$ cat src/rtl/gpio_bank_pkg.sv
package gpio_bank_pkg;
  localparam int BUS_AW = 9;
  localparam int BUS_DW = 32;

  // register byte offsets
  localparam int OFF_OUT_STS  = 'h00;
  localparam int OFF_IN_STS   = 'h20;
  localparam int OFF_OUT_SET  = 'h40;
  localparam int OFF_OUT_CLR  = 'h60;
  localparam int OFF_INT_STS  = 'h80;
  localparam int OFF_MASK_SET = 'hA0;
  localparam int OFF_MASK_CLR = 'hC0;
  localparam int OFF_CTRL     = 'h100;

  // control word field positions
  localparam int CTL_DIR_BIT = 0;
  localparam int CTL_TRG_LSB = 3;

  typedef enum logic [1:0] {
    TRG_NONE = 2'd0,
    TRG_RISE = 2'd1,
    TRG_FALL = 2'd2,
    TRG_BOTH = 2'd3
  } trig_e;
endpackage

$ cat src/rtl/gpio_sync.sv
module gpio_sync #(
  parameter int W = 32
) (
  input  logic         clk,
  input  logic         rst_n,
  input  logic [W-1:0] d,
  output logic [W-1:0] q
);
  logic [W-1:0] stage1_q;
  logic [W-1:0] stage2_q;

  always_ff @(posedge clk or negedge rst_n) begin
    if (!rst_n) begin
      stage1_q <= '0;
      stage2_q <= '0;
    end else begin
      stage1_q <= d;
      stage2_q <= stage1_q;
    end
  end

  assign q = stage2_q;
endmodule

$ cat src/rtl/gpio_edge_det.sv
module gpio_edge_det
  import gpio_bank_pkg::*;
#(
  parameter int NPINS = 32
) (
  input  logic                  clk,
  input  logic                  rst_n,
  input  logic [NPINS-1:0]      lvl,
  input  logic [NPINS-1:0]      is_input,
  input  logic [NPINS-1:0][1:0] trig,
  output logic [NPINS-1:0]      hit
);
  logic [NPINS-1:0] prev_q;

  always_ff @(posedge clk or negedge rst_n) begin
    if (!rst_n) prev_q <= '0;
    else        prev_q <= lvl;
  end

  for (genvar i = 0; i < NPINS; i++) begin : g_pin
    logic rise, fall, want_rise, want_fall;
    always_comb begin
      rise      = lvl[i] & ~prev_q[i];
      fall      = ~lvl[i] & prev_q[i];
      want_rise = (trig[i] == TRG_RISE) || (trig[i] == TRG_BOTH);
      want_fall = (trig[i] == TRG_FALL) || (trig[i] == TRG_BOTH);
      hit[i]    = is_input[i] & ((want_rise & rise) | (want_fall & fall));
    end
  end
endmodule

$ cat src/rtl/gpio_bank.sv
module gpio_bank
  import gpio_bank_pkg::*;
#(
  parameter int NPINS  = 32,
  parameter int ADDR_W = BUS_AW
) (
  input  logic              clk,
  input  logic              rst_n,
  input  logic              bus_wr,
  input  logic              bus_rd,
  input  logic [ADDR_W-1:0] bus_addr,
  input  logic [31:0]       bus_wdata,
  output logic [31:0]       bus_rdata,
  input  logic [NPINS-1:0]  pin_in,
  output logic [NPINS-1:0]  pin_out,
  output logic [NPINS-1:0]  pin_oe,
  output logic              irq
);
  localparam int WW       = ADDR_W - 2;
  localparam int CTRL_WRD = OFF_CTRL / 4;

  // state
  logic [NPINS-1:0]      out_q, out_d;
  logic [NPINS-1:0]      mask_q, mask_d;
  logic [NPINS-1:0]      sts_q, sts_d;
  logic [NPINS-1:0]      dir_q, dir_d;
  logic [NPINS-1:0][1:0] trig_q, trig_d;
  logic [31:0]           rdata_q, rdata_d;

  logic [NPINS-1:0] lvl;
  logic [NPINS-1:0] hit;

  // address decode
  logic [WW-1:0] word;
  logic [WW-1:0] ctrl_off;
  logic          ctrl_sel;
  logic          wr_out_set, wr_out_clr, wr_sts, wr_mset, wr_mclr;

  gpio_sync #(.W(NPINS)) u_sync (
    .clk(clk), .rst_n(rst_n), .d(pin_in), .q(lvl)
  );

  gpio_edge_det #(.NPINS(NPINS)) u_edge (
    .clk(clk), .rst_n(rst_n), .lvl(lvl), .is_input(dir_q),
    .trig(trig_q), .hit(hit)
  );

  always_comb begin
    word       = bus_addr[ADDR_W-1:2];
    ctrl_off   = word - WW'(CTRL_WRD);
    ctrl_sel   = (word >= WW'(CTRL_WRD)) && (ctrl_off < WW'(NPINS)) &&
                 (bus_addr[1:0] == 2'b00);
    wr_out_set = bus_wr && (bus_addr == ADDR_W'(OFF_OUT_SET));
    wr_out_clr = bus_wr && (bus_addr == ADDR_W'(OFF_OUT_CLR));
    wr_sts     = bus_wr && (bus_addr == ADDR_W'(OFF_INT_STS));
    wr_mset    = bus_wr && (bus_addr == ADDR_W'(OFF_MASK_SET));
    wr_mclr    = bus_wr && (bus_addr == ADDR_W'(OFF_MASK_CLR));
  end

  // next state
  always_comb begin
    out_d = out_q;
    if (wr_out_set) out_d = out_d | bus_wdata[NPINS-1:0];
    if (wr_out_clr) out_d = out_d & ~bus_wdata[NPINS-1:0];

    mask_d = mask_q;
    if (wr_mset) mask_d = mask_d | bus_wdata[NPINS-1:0];
    if (wr_mclr) mask_d = mask_d & ~bus_wdata[NPINS-1:0];

    // acknowledge first, then fresh edges on top: edge wins
    sts_d = sts_q;
    if (wr_sts) sts_d = sts_d & ~bus_wdata[NPINS-1:0];
    sts_d = sts_d | hit;

    dir_d  = dir_q;
    trig_d = trig_q;
    for (int i = 0; i < NPINS; i++) begin
      if (bus_wr && ctrl_sel && (ctrl_off == WW'(i))) begin
        dir_d[i]  = bus_wdata[CTL_DIR_BIT];
        trig_d[i] = bus_wdata[CTL_TRG_LSB +: 2];
      end
    end
  end

  // read path
  always_comb begin
    rdata_d = rdata_q;
    if (bus_rd) begin
      rdata_d = '0;
      case (bus_addr)
        ADDR_W'(OFF_OUT_STS),
        ADDR_W'(OFF_OUT_SET),
        ADDR_W'(OFF_OUT_CLR):  rdata_d[NPINS-1:0] = out_q;
        ADDR_W'(OFF_IN_STS):   rdata_d[NPINS-1:0] = lvl;
        ADDR_W'(OFF_INT_STS):  rdata_d[NPINS-1:0] = sts_q;
        ADDR_W'(OFF_MASK_SET),
        ADDR_W'(OFF_MASK_CLR): rdata_d[NPINS-1:0] = mask_q;
        default: begin
          for (int i = 0; i < NPINS; i++) begin
            if (ctrl_sel && (ctrl_off == WW'(i))) begin
              rdata_d[CTL_DIR_BIT]      = dir_q[i];
              rdata_d[CTL_TRG_LSB +: 2] = trig_q[i];
            end
          end
        end
      endcase
    end
  end

  // registers
  always_ff @(posedge clk or negedge rst_n) begin
    if (!rst_n) begin
      out_q   <= '0;
      mask_q  <= '1;
      sts_q   <= '0;
      dir_q   <= '1;
      trig_q  <= '0;
      rdata_q <= '0;
    end else begin
      out_q   <= out_d;
      mask_q  <= mask_d;
      sts_q   <= sts_d;
      dir_q   <= dir_d;
      trig_q  <= trig_d;
      rdata_q <= rdata_d;
    end
  end

  assign bus_rdata = rdata_q;
  assign pin_out   = out_q;
  assign pin_oe    = ~dir_q;
  assign irq       = |(sts_q & ~mask_q);
endmodule

$ cat config.mk
export PLATFORM = sky130hd
export DESIGN_NAME = gpio_bank
export DESIGN_NICKNAME = d
export VERILOG_FILES = /design/src/rtl/gpio_bank_pkg.sv /design/src/rtl/gpio_sync.sv /design/src/rtl/gpio_edge_det.sv /design/src/rtl/gpio_bank.sv
export SDC_FILE = /design/constraint.sdc
export NUM_CORES = 1
export LEC_CHECK = 0
export ABC_AREA = 1
export BUFFER_PORTS_ARGS = -buffer_cell sky130_fd_sc_hd__buf_2
export CORE_ASPECT_RATIO = 0.7
export CORE_MARGIN = 2
export CORE_UTILIZATION = 53
export CTS_BUF_LIST = sky130_fd_sc_hd__clkbuf_8
export CTS_CLUSTER_SIZE = 28
export DETAILED_ROUTE_END_ITERATION = 10
export PLACE_DENSITY = 0.86
export REMOVE_ABC_BUFFERS = 1
export SLEW_MARGIN = 5
export SYNTH_ARGS = -nofsm -noshare
export SYNTH_HDL_FRONTEND = slang
export SYNTH_HIERARCHICAL = 1
export SYNTH_SLANG_ARGS = --single-unit
$ cat constraint.sdc
create_clock -name clk -period 2.22 [get_ports clk]
set_input_delay 0.111 -clock clk [delete_from_list [all_inputs] [get_ports clk]]
set_output_delay 0.111 -clock clk [all_outputs]
set_load 0.005 [all_outputs]
After elaboration in Yosys (flattened, before gate mapping)

Cells that the tools add are included.

Register bits after elaboration: 320
Input port bits: 77
Word-level logic and storage cells: 688

$add $sub $neg: 1
Magnitude comparators: 2
Eq/ne operators: 133
Muxes and demuxes: 73
Bitwise operators: 266
Reduce and logical (&&, ||, !) cells: 142

Operators by type and width:

| operator                                             | number |
|---|---|
| bitwise AND 1 bit                                    | 160 |
| two-way mux 32 bit                                   | 5 |
| bitwise AND 32 bit                                   | 4 |
| equality test 2 bit (second input constant)          | 64 |
| equality test 7 x 5 -> 1 bit (second input constant) | 16 |
| case mux 27 bit (4 select lines)                     | 1 |
| NOT 32 bit                                           | 3 |
| bitwise OR 32 bit                                    | 3 |
| logical AND 1 bit                                    | 72 |
| equality test 2 x 1 -> 1 bit (second input constant) | 32 |
| logical OR 1 bit                                     | 64 |
| two-way mux 2 bit                                    | 32 |
| NOT 1 bit                                            | 64 |
| equality test 7 x 4 -> 1 bit (second input constant) | 8 |
| two-way mux 1 bit                                    | 32 |
| bitwise OR 1 bit                                     | 32 |
| OR reduction 32 bit                                  | 1 |
| equality test 7 x 3 -> 1 bit (second input constant) | 4 |
| equality test 9 x 8 -> 1 bit (second input constant) | 3 |
| equality test 9 x 7 -> 1 bit (second input constant) | 2 |
| case mux 2 bit (4 select lines)                      | 2 |
| equality test 7 x 2 -> 1 bit (second input constant) | 2 |
| equality test 9 x 6 -> 1 bit (second input constant) | 1 |
| zero test 9 bit                                      | 1 |
| 9 further kinds                                      | 9 |

Depth between registers and ports, before layout

Gate-level depths: netlist (run 1).

Depth after elaboration: 38
Mapped depth: 25
Gate-level depth less buffers: 25

Hierarchy

The synthesis (run 1) kept the hierarchy.

Modules (own cells, without submodules):

| module        | times used | cells an instance | area each (um^2) | seq. area each (um^2) |
|---|---|---|---|---|
| gpio_bank     | 1          | 1,322             | 10,860.4         | 5,685.5 |
| gpio_edge_det | 1          | 225               | 1,642.8          | 800.8 |
| gpio_sync     | 1          | 64                | 1,601.5          | 1,601.5 |

Worst setup path after synthesis (run 1)

OpenSTA, ideal clock, no wires.

Path type: input -> register
From: input bus_addr[1]
To: register rdata_q[3], in the netlist bus_rdata[3]
Setup time: 0.113 ns
Data arrival time: 1.803 ns
Data required time: 2.107 ns
Path slack: 0.304 ns
Stages on the path: 21
Buffers on the path: 0
Cells stage by stage: nor2_2 nand3_2 inv_2 nand2_1 or2_0 nand2_1 nand4_1 nor2_1 nand4_1 nor2_1 nand4_1 nand2_1 nand3_1 nand2_1 nand4_1 nand2_1 nand4_1 nor2_1 nand4_1 nand2_1 inv_1

Word-level cells in the longest chain between the ends: 36
Elaborated cells between the ends (all ways): 76
Those cells by class: 6 x eq/ne; 33 x mux; 37 x reduce/logical

RTL lines:

| element                             | line             | text |
|---|---|---|
| start, declared                     | gpio_bank.sv:11  | `input logic [ADDR_W-1:0] bus_addr,` |
| zero test 2 bit                     | gpio_bank.sv:52  | `(bus_addr[1:0] == 2'b00);` |
| logical AND 1 bit                   | gpio_bank.sv:51  | `ctrl_sel = (word >= WW'(CTRL_WRD)) && (ctrl_off < WW'(NPINS)) &&` |
| logical AND 1 bit                   | gpio_bank.sv:100 | `if (ctrl_sel && (ctrl_off == WW'(i))) begin` |
| two-way mux 2 bit (32 in series)    | gpio_bank.sv:100 |  |
| case mux 2 bit (4 select lines) (*) | gpio_bank.sv:90  | `case (bus_addr)` |
| end signal, assigned                | gpio_bank.sv:125 | `rdata_q <= rdata_d;` |
| end, declared                       | gpio_bank.sv:28  | `logic [31:0] rdata_q, rdata_d;` |

Every way passes the cells marked *; elsewhere a longest branch is shown, timed or not.
A chain may end at the register's enable or synchronous reset.

==> results.cfg, run 1 <==
[drt]
via_count = 13300
drc = 0
first_pass_iters = 6
drt_iter0_markers = 1117
wirelength_um = 46300
antenna_left = 0
viasPerCell = 5.56
wl_per_cell_um = 19.4

[timing]
hold_violations = 0
max_slew_margin_pct = 35.6
clock.fmax_ghz = 0.405
worst_slack_ps = -246
clock_skew_ps = 24.4
rsz0062_at_grt = yes
setup_viol = 4
final_max_slew_viol_count = 0
finalSetupTns_ps = -442
worst_slew_pin_slew_ps = 956
fin_crit_ps = 2470
min_period_over_period_pct = 111

[final_layout]
drive_gt1_share_pct = 25.7
final_cell_mix = nand2_1, inv_1, dfrtp_1, buf_2, o21ai_0
post-route-util_pct = 69.8
nNetsFinal = 2070
area_growth_pct = 28.4
layout_commonest_cell = nand2_1

[global_route]
grt_pass1_wl_um = 72700
use_met2_pct = 53.2
grt.busiest_layer = met2
antenna_found_initial = 0
grt-ovfl-total = 0
met1_usage_pct = 47.6
grt_util_met3_pct = 7.03
gr-usage-all-layers_pct = 34.1
grt_pass1_vias = 13300
grt_max_degree = 71

[synthesis]
syn_inst = 1611
synth.yosys.seq_area_share_pct = 57.3
synth_area_um2 = 14100
ys_types = 39
synth.avg_cell_area_um2 = 8.76
synth_edf_count = 0
ys.flop_type = dfrtp_1
ys_warn_count = 6
synth_seq_cells = 320
async_flop_share_pct = 100

[clock_tree]
clock_latency_ps = 580
clk_path_buf_depth = 3
htree_levels = 2
clockRootBuffer = clkbuf_8
cts_tree = yes
path_clk_slew_ps = 70
cts_inserted_buffers = 48
clock_sinks = 320
cts_setup_buffers = 0

[critical_path]
startpoint_type = register
required_ps = 2110
reg2regPathDepth = 20
cp.arrival_ps = 2360
reg2reg_from = dir_q[1]
path_max_fanout = 2
rrSetupSlack_ps = -130
timing.rr.end = bus_rdata[0]
worst_setup_path_end_kind = output pin
crit_type = register to output pin

[run]
maxCapViolCount = 0

[power_and_ir_drop]
power.total_mw = 11.8
ir_drop_mv = 0.471
p_leak_nw = 8.84
power_density_nw_per_um2 = 653

[die]
initial_utilization_pct = 54.4
std_cell_rows = 49
dieArea_um2 = 28000
die_x_um = 199
fp.dieH_um = 140
core_region_area_um2 = 25900
ioPinCount = 174

[worst_hold_path]
min_path_type = input port to asynchronous set/reset pin

[place]
numPortBuffers = 173
place_hpwl_um = 32600
gp_congestion = 0.958
pre_cts_ws_ps = -292

[run_status]
status = complete, but fails checks
violations = negative setup slack
## area by class of cell
type / count / area (µm²)
multi-input combinational: 994 / 4970
tap: 357 / 447
timing repair buffer: 378 / 2690
inverter: 251 / 945
antenna: 1 / 2.50
clock inverter: 28 / 141
clock buffer: 60 / 826
fill: 2003 / 7820
sequential: 320 / 8090
## per-stage QoR
step | cells | hold slack, ps | cell area, µm²
6_report | 2389 | 102 | 18100
5_1_grt | 2388 | 135 | 18100
4_1_cts | 2388 | 95.5 | 18100
3_5_place_dp | 2234 | 123 | 16400
3_3_place_gp | 2234 | 114 | 16400
2_1_floorplan | 1565 | -185 | 13900
## logic make-up (layout without fill, tap and decap cells)
family / Yosys count / in the layout / synth area share (%)
AND/OR/NAND/NOR: 624 / 624 / 18.7
AO/OA/AOI/OAI: 370 / 370 / 15.9
flip-flops: 320 / 320 / 57.3
buffers and inverters: 297 / 717 / 7.98
other: 0 / 1 / 0
## what timing repair did
item / CTS / global route
hold buffers: 66 / 0
cloned: 0 / 0
pin swaps: 1 / 2
gates resized for setup: 12 / 6
setup endpoints to repair: 4 / 4
endpoints found under the hold margin: 327 / 0
## cell usage after synthesis (4+ instances only)
master    count  share of area [%]
a21o_1       23                1.2
a21oi_1      65                2.3
a221oi_1     12               0.75
a22o_1        8               0.50
a22oi_1      81                4.3
buf_2         6               0.21
clkbuf_1     38                1.0
dfrtp_1     256                 45
dfstp_2      64                 12
inv_1       241                6.4
inv_2         9               0.24
nand2_1     388                 10
nand2_2       4               0.18
nand3_1      34                1.2
nand4_1      24                1.1
nor2_1      103                2.7
nor2_2       37                1.6
nor3_1       16               0.57
nor4_1        6               0.27
o21ai_0     146                5.2
o22ai_1      28                1.2
## layer usage
layer / vias to the layer above / routed length (µm)
met5: - / 0
met4: 0 / 1360
met3: 84 / 4270
met2: 716 / 20900
met1: 6451 / 19800
li1: 6029 / -
## worst max-delay path by stage
stage                startpoint             to  slack (ps)  cells past startpoint
floorplan           bus_addr[1]   bus_rdata[4]        -800                     11
global placement    bus_addr[5]  bus_rdata[26]        -280                     14
detailed placement  bus_addr[3]   bus_rdata[0]        -290                     25
CTS                    register            irq        -300                      8
global route           dir_q[1]   bus_rdata[0]        -370                     20
finish                 register            irq        -250                      8
## critical path: stages (launching register included)
cell      delay (ps)
dfstp_2          540
inv_2             40
a221oi_2         250
buf_4            190
o211ai_1         140
a211oi_2         180
buf_4            170
nand4_1           90
buf_2            150
## where the power goes
part / internal, mW / switching, mW / total (mW) / leakage (nW)
clock network: 2.55 / 2.31 / 4.86 / 0.578
registers: 6.01 / 0.123 / 6.13 / 3.83
logic: 0.335 / 0.501 / 0.836 / 4.43
total: 8.90 / 2.93 / 11.8 / 8.84
(Power assumes the default switching activity.)
==> run 2, diff against run 1 <==
--- a/config.mk
+++ b/config.mk
@@ -10,3 +10,3 @@
 export CORE_ASPECT_RATIO = 0.7
-export CORE_MARGIN = 2
+export CORE_MARGIN = 4
 export CORE_UTILIZATION = 53
--- a/constraint.sdc
+++ b/constraint.sdc
@@ -3,2 +3,2 @@
 set_output_delay 0.111 -clock clk [all_outputs]
-set_load 0.005 [all_outputs]
+set_load 0.1 [all_outputs]
==> run 2 against run 1 <==
The flow still finishes with violations (negative setup slack); cell count hardly changed; first-iteration DRC count up 16%; via count decreased by 1.0%; highest routed layer unchanged; cell area is 0.10% lower; flip-flop and latch count unchanged; non-clock buffer count down 1; register-to-register slack improved by 20 ps; largest cell class unchanged.
==> results.cfg, run 2 (synthesis gave the netlist of run 1 again) <==
[place]
place_hpwl_um = 32900
gp_congestion = 0.981
post-place-cells = 2233
place_area_um2 = 16400
pre_cts_ws_ps = -288
numPortBuffers = 173

[drt]
wirelength_um = 46800
via_count = 13100
viasPerCell = 5.51
wl_per_cell_um = 19.6
antenna_left = 0
drc = 0
first_pass_iters = 5
drt_iter0_markers = 1296

[critical_path]
startpoint_type = register
timing.rr.end = bus_rdata[0]
worst_path_largest_cell_delay_ps = 530
crit_type = register to output pin
reg2regPathDepth = 20
critical_path.slowest_cell = dfstp_2
reg2reg_from = dir_q[0]
crit_chain = inv_1, a221oi_2, buf_4, o211ai_1, a211oi_2, buf_4, nand4_1, buf_6
rrSetupSlack_ps = -110
worst_setup_path_end_kind = output pin
path_max_fanout = 2
path_common_cell = buf_4
cp.arrival_ps = 2470
required_ps = 2110

[clock_tree]
clock_sinks = 320
cts_setup_buffers = 0
clock_latency_ps = 590
clockRootBuffer = clkbuf_8
cts_tree = yes
cts_inserted_buffers = 49
clk_path_buf_depth = 3
htree_levels = 2
path_clk_slew_ps = 70

[timing]
min_period_over_period_pct = 116
clock.fmax_ghz = 0.388
final_max_slew_viol_count = 0
worst_hold_slack_ps = 85.2
rsz0062_at_grt = yes
worst_slew_pin_slew_ps = 746
clock_skew_ps = 31.0
hold_violations = 0
finalSetupTns_ps = -514
worst_slack_ps = -359
max_slew_margin_pct = 49.9
fin_crit_ps = 2580
setup_viol = 3

[die]
ioPinCount = 174
core_region_area_um2 = 25900
std_cell_rows = 49
fp.dieH_um = 144
initial_utilization_pct = 54.4
die_x_um = 203
dieArea_um2 = 29300

[final_layout]
final_cell_mix = nand2_1, inv_1, dfrtp_1, buf_2, o21ai_0
drive_gt1_share_pct = 25.7
diodes = 0
area_growth_pct = 28.3
nNetsFinal = 2070
layout_commonest_cell = nand2_1
n_fill_cell = 1984
multiInputGateArea_um2 = 4970
finish.instance_area_um2 = 18100
layout.cells.non_filler = 2388
seq_area_um2 = 8090

[power_and_ir_drop]
power_density_nw_per_um2 = 674
ir_drop_mv = 0.493
p_leak_nw = 8.85

[run_status]
status = complete, but fails checks
violations = negative setup slack

[worst_hold_path]
min_path_type = input port to asynchronous set/reset pin

[global_route]
gr-usage-all-layers_pct = 32.1
grt_pass1_wl_um = 73100
grt-ovfl-total = 0
grt_max_degree = 66
grt_pass1_vias = 13200
antenna_found_initial = 0

[run]
maxCapViolCount = 0
[run 2: worst max path at each step]
| stage | startpoint | end | slack, ps | cells after the start |
|---|---|---|---|---|
| floorplan | bus_addr[1] | bus_rdata[4] | -800 | 11 |
| global route | register | irq | -430 | 8 |
| finish | register | irq | -360 | 8 |
| global placement | bus_addr[7] | bus_rdata[0] | -210 | 21 |
| detailed placement | bus_addr[7] | bus_rdata[0] | -290 | 21 |
| CTS | register | irq | -340 | 8 |
[run 2: repair_timing]
action                                 in CTS  in global routing
endpoints found under the hold margin     377                  0
resized for setup                          14                  5
pin swaps                                   3                  4
hold buffers                               66                  0
setup endpoints to repair                   4                  4
[run 2: layout make-up]
| class | instances | area share, % |
|---|---|---|
| Sequential cell | 320 | 44.7 |
| Timing Repair Buffer | 377 | 14.6 |
| Inverter | 251 | 5.22 |
| Clock buffer | 63 | 4.79 |
| Tap cell | 357 | 2.47 |
| Clock inverter | 26 | 0.740 |
| Multi-Input combinational cell | 994 | 27.5 |
[run 2: worst max-delay path: cells and delay by family (launching register included)]
family | cells | cell delay [ps]
flops | 1 | 530
compound gates | 3 | 610
buf+inv | 4 | 640
simple gates | 1 | 90
[run 2: per-layer routing]
layer / global-route usage [%] / up-vias / share of wire (%)
li1: - / 6036 / -
met5: 0 / - / 0
met1: 45.1 / 6335 / 43
met2: 50.7 / 687 / 45
met3: 7.55 / 88 / 9.7
met4: 9.18 / 0 / 2.4
[run 2: power breakdown]
part	internal (mW)	switching [mW]	leakage, nW	total, mW
Sequential	6.01	0.122	3.83	6.13
Clock	2.66	2.30	0.588	4.96
Combinational	0.346	0.752	4.43	1.10
Total	9.01	3.18	8.85	12.2
[run 2: stage by stage]
stage | utilization, % | power, mW
after global placement | 63.1 | 7.17
after floorplan | - | 6.68
final | 69.8 | 12.2
after global routing | 69.8 | 12.6
after CTS | 69.7 | 12.2
after detailed placement | 63.1 | 7.20
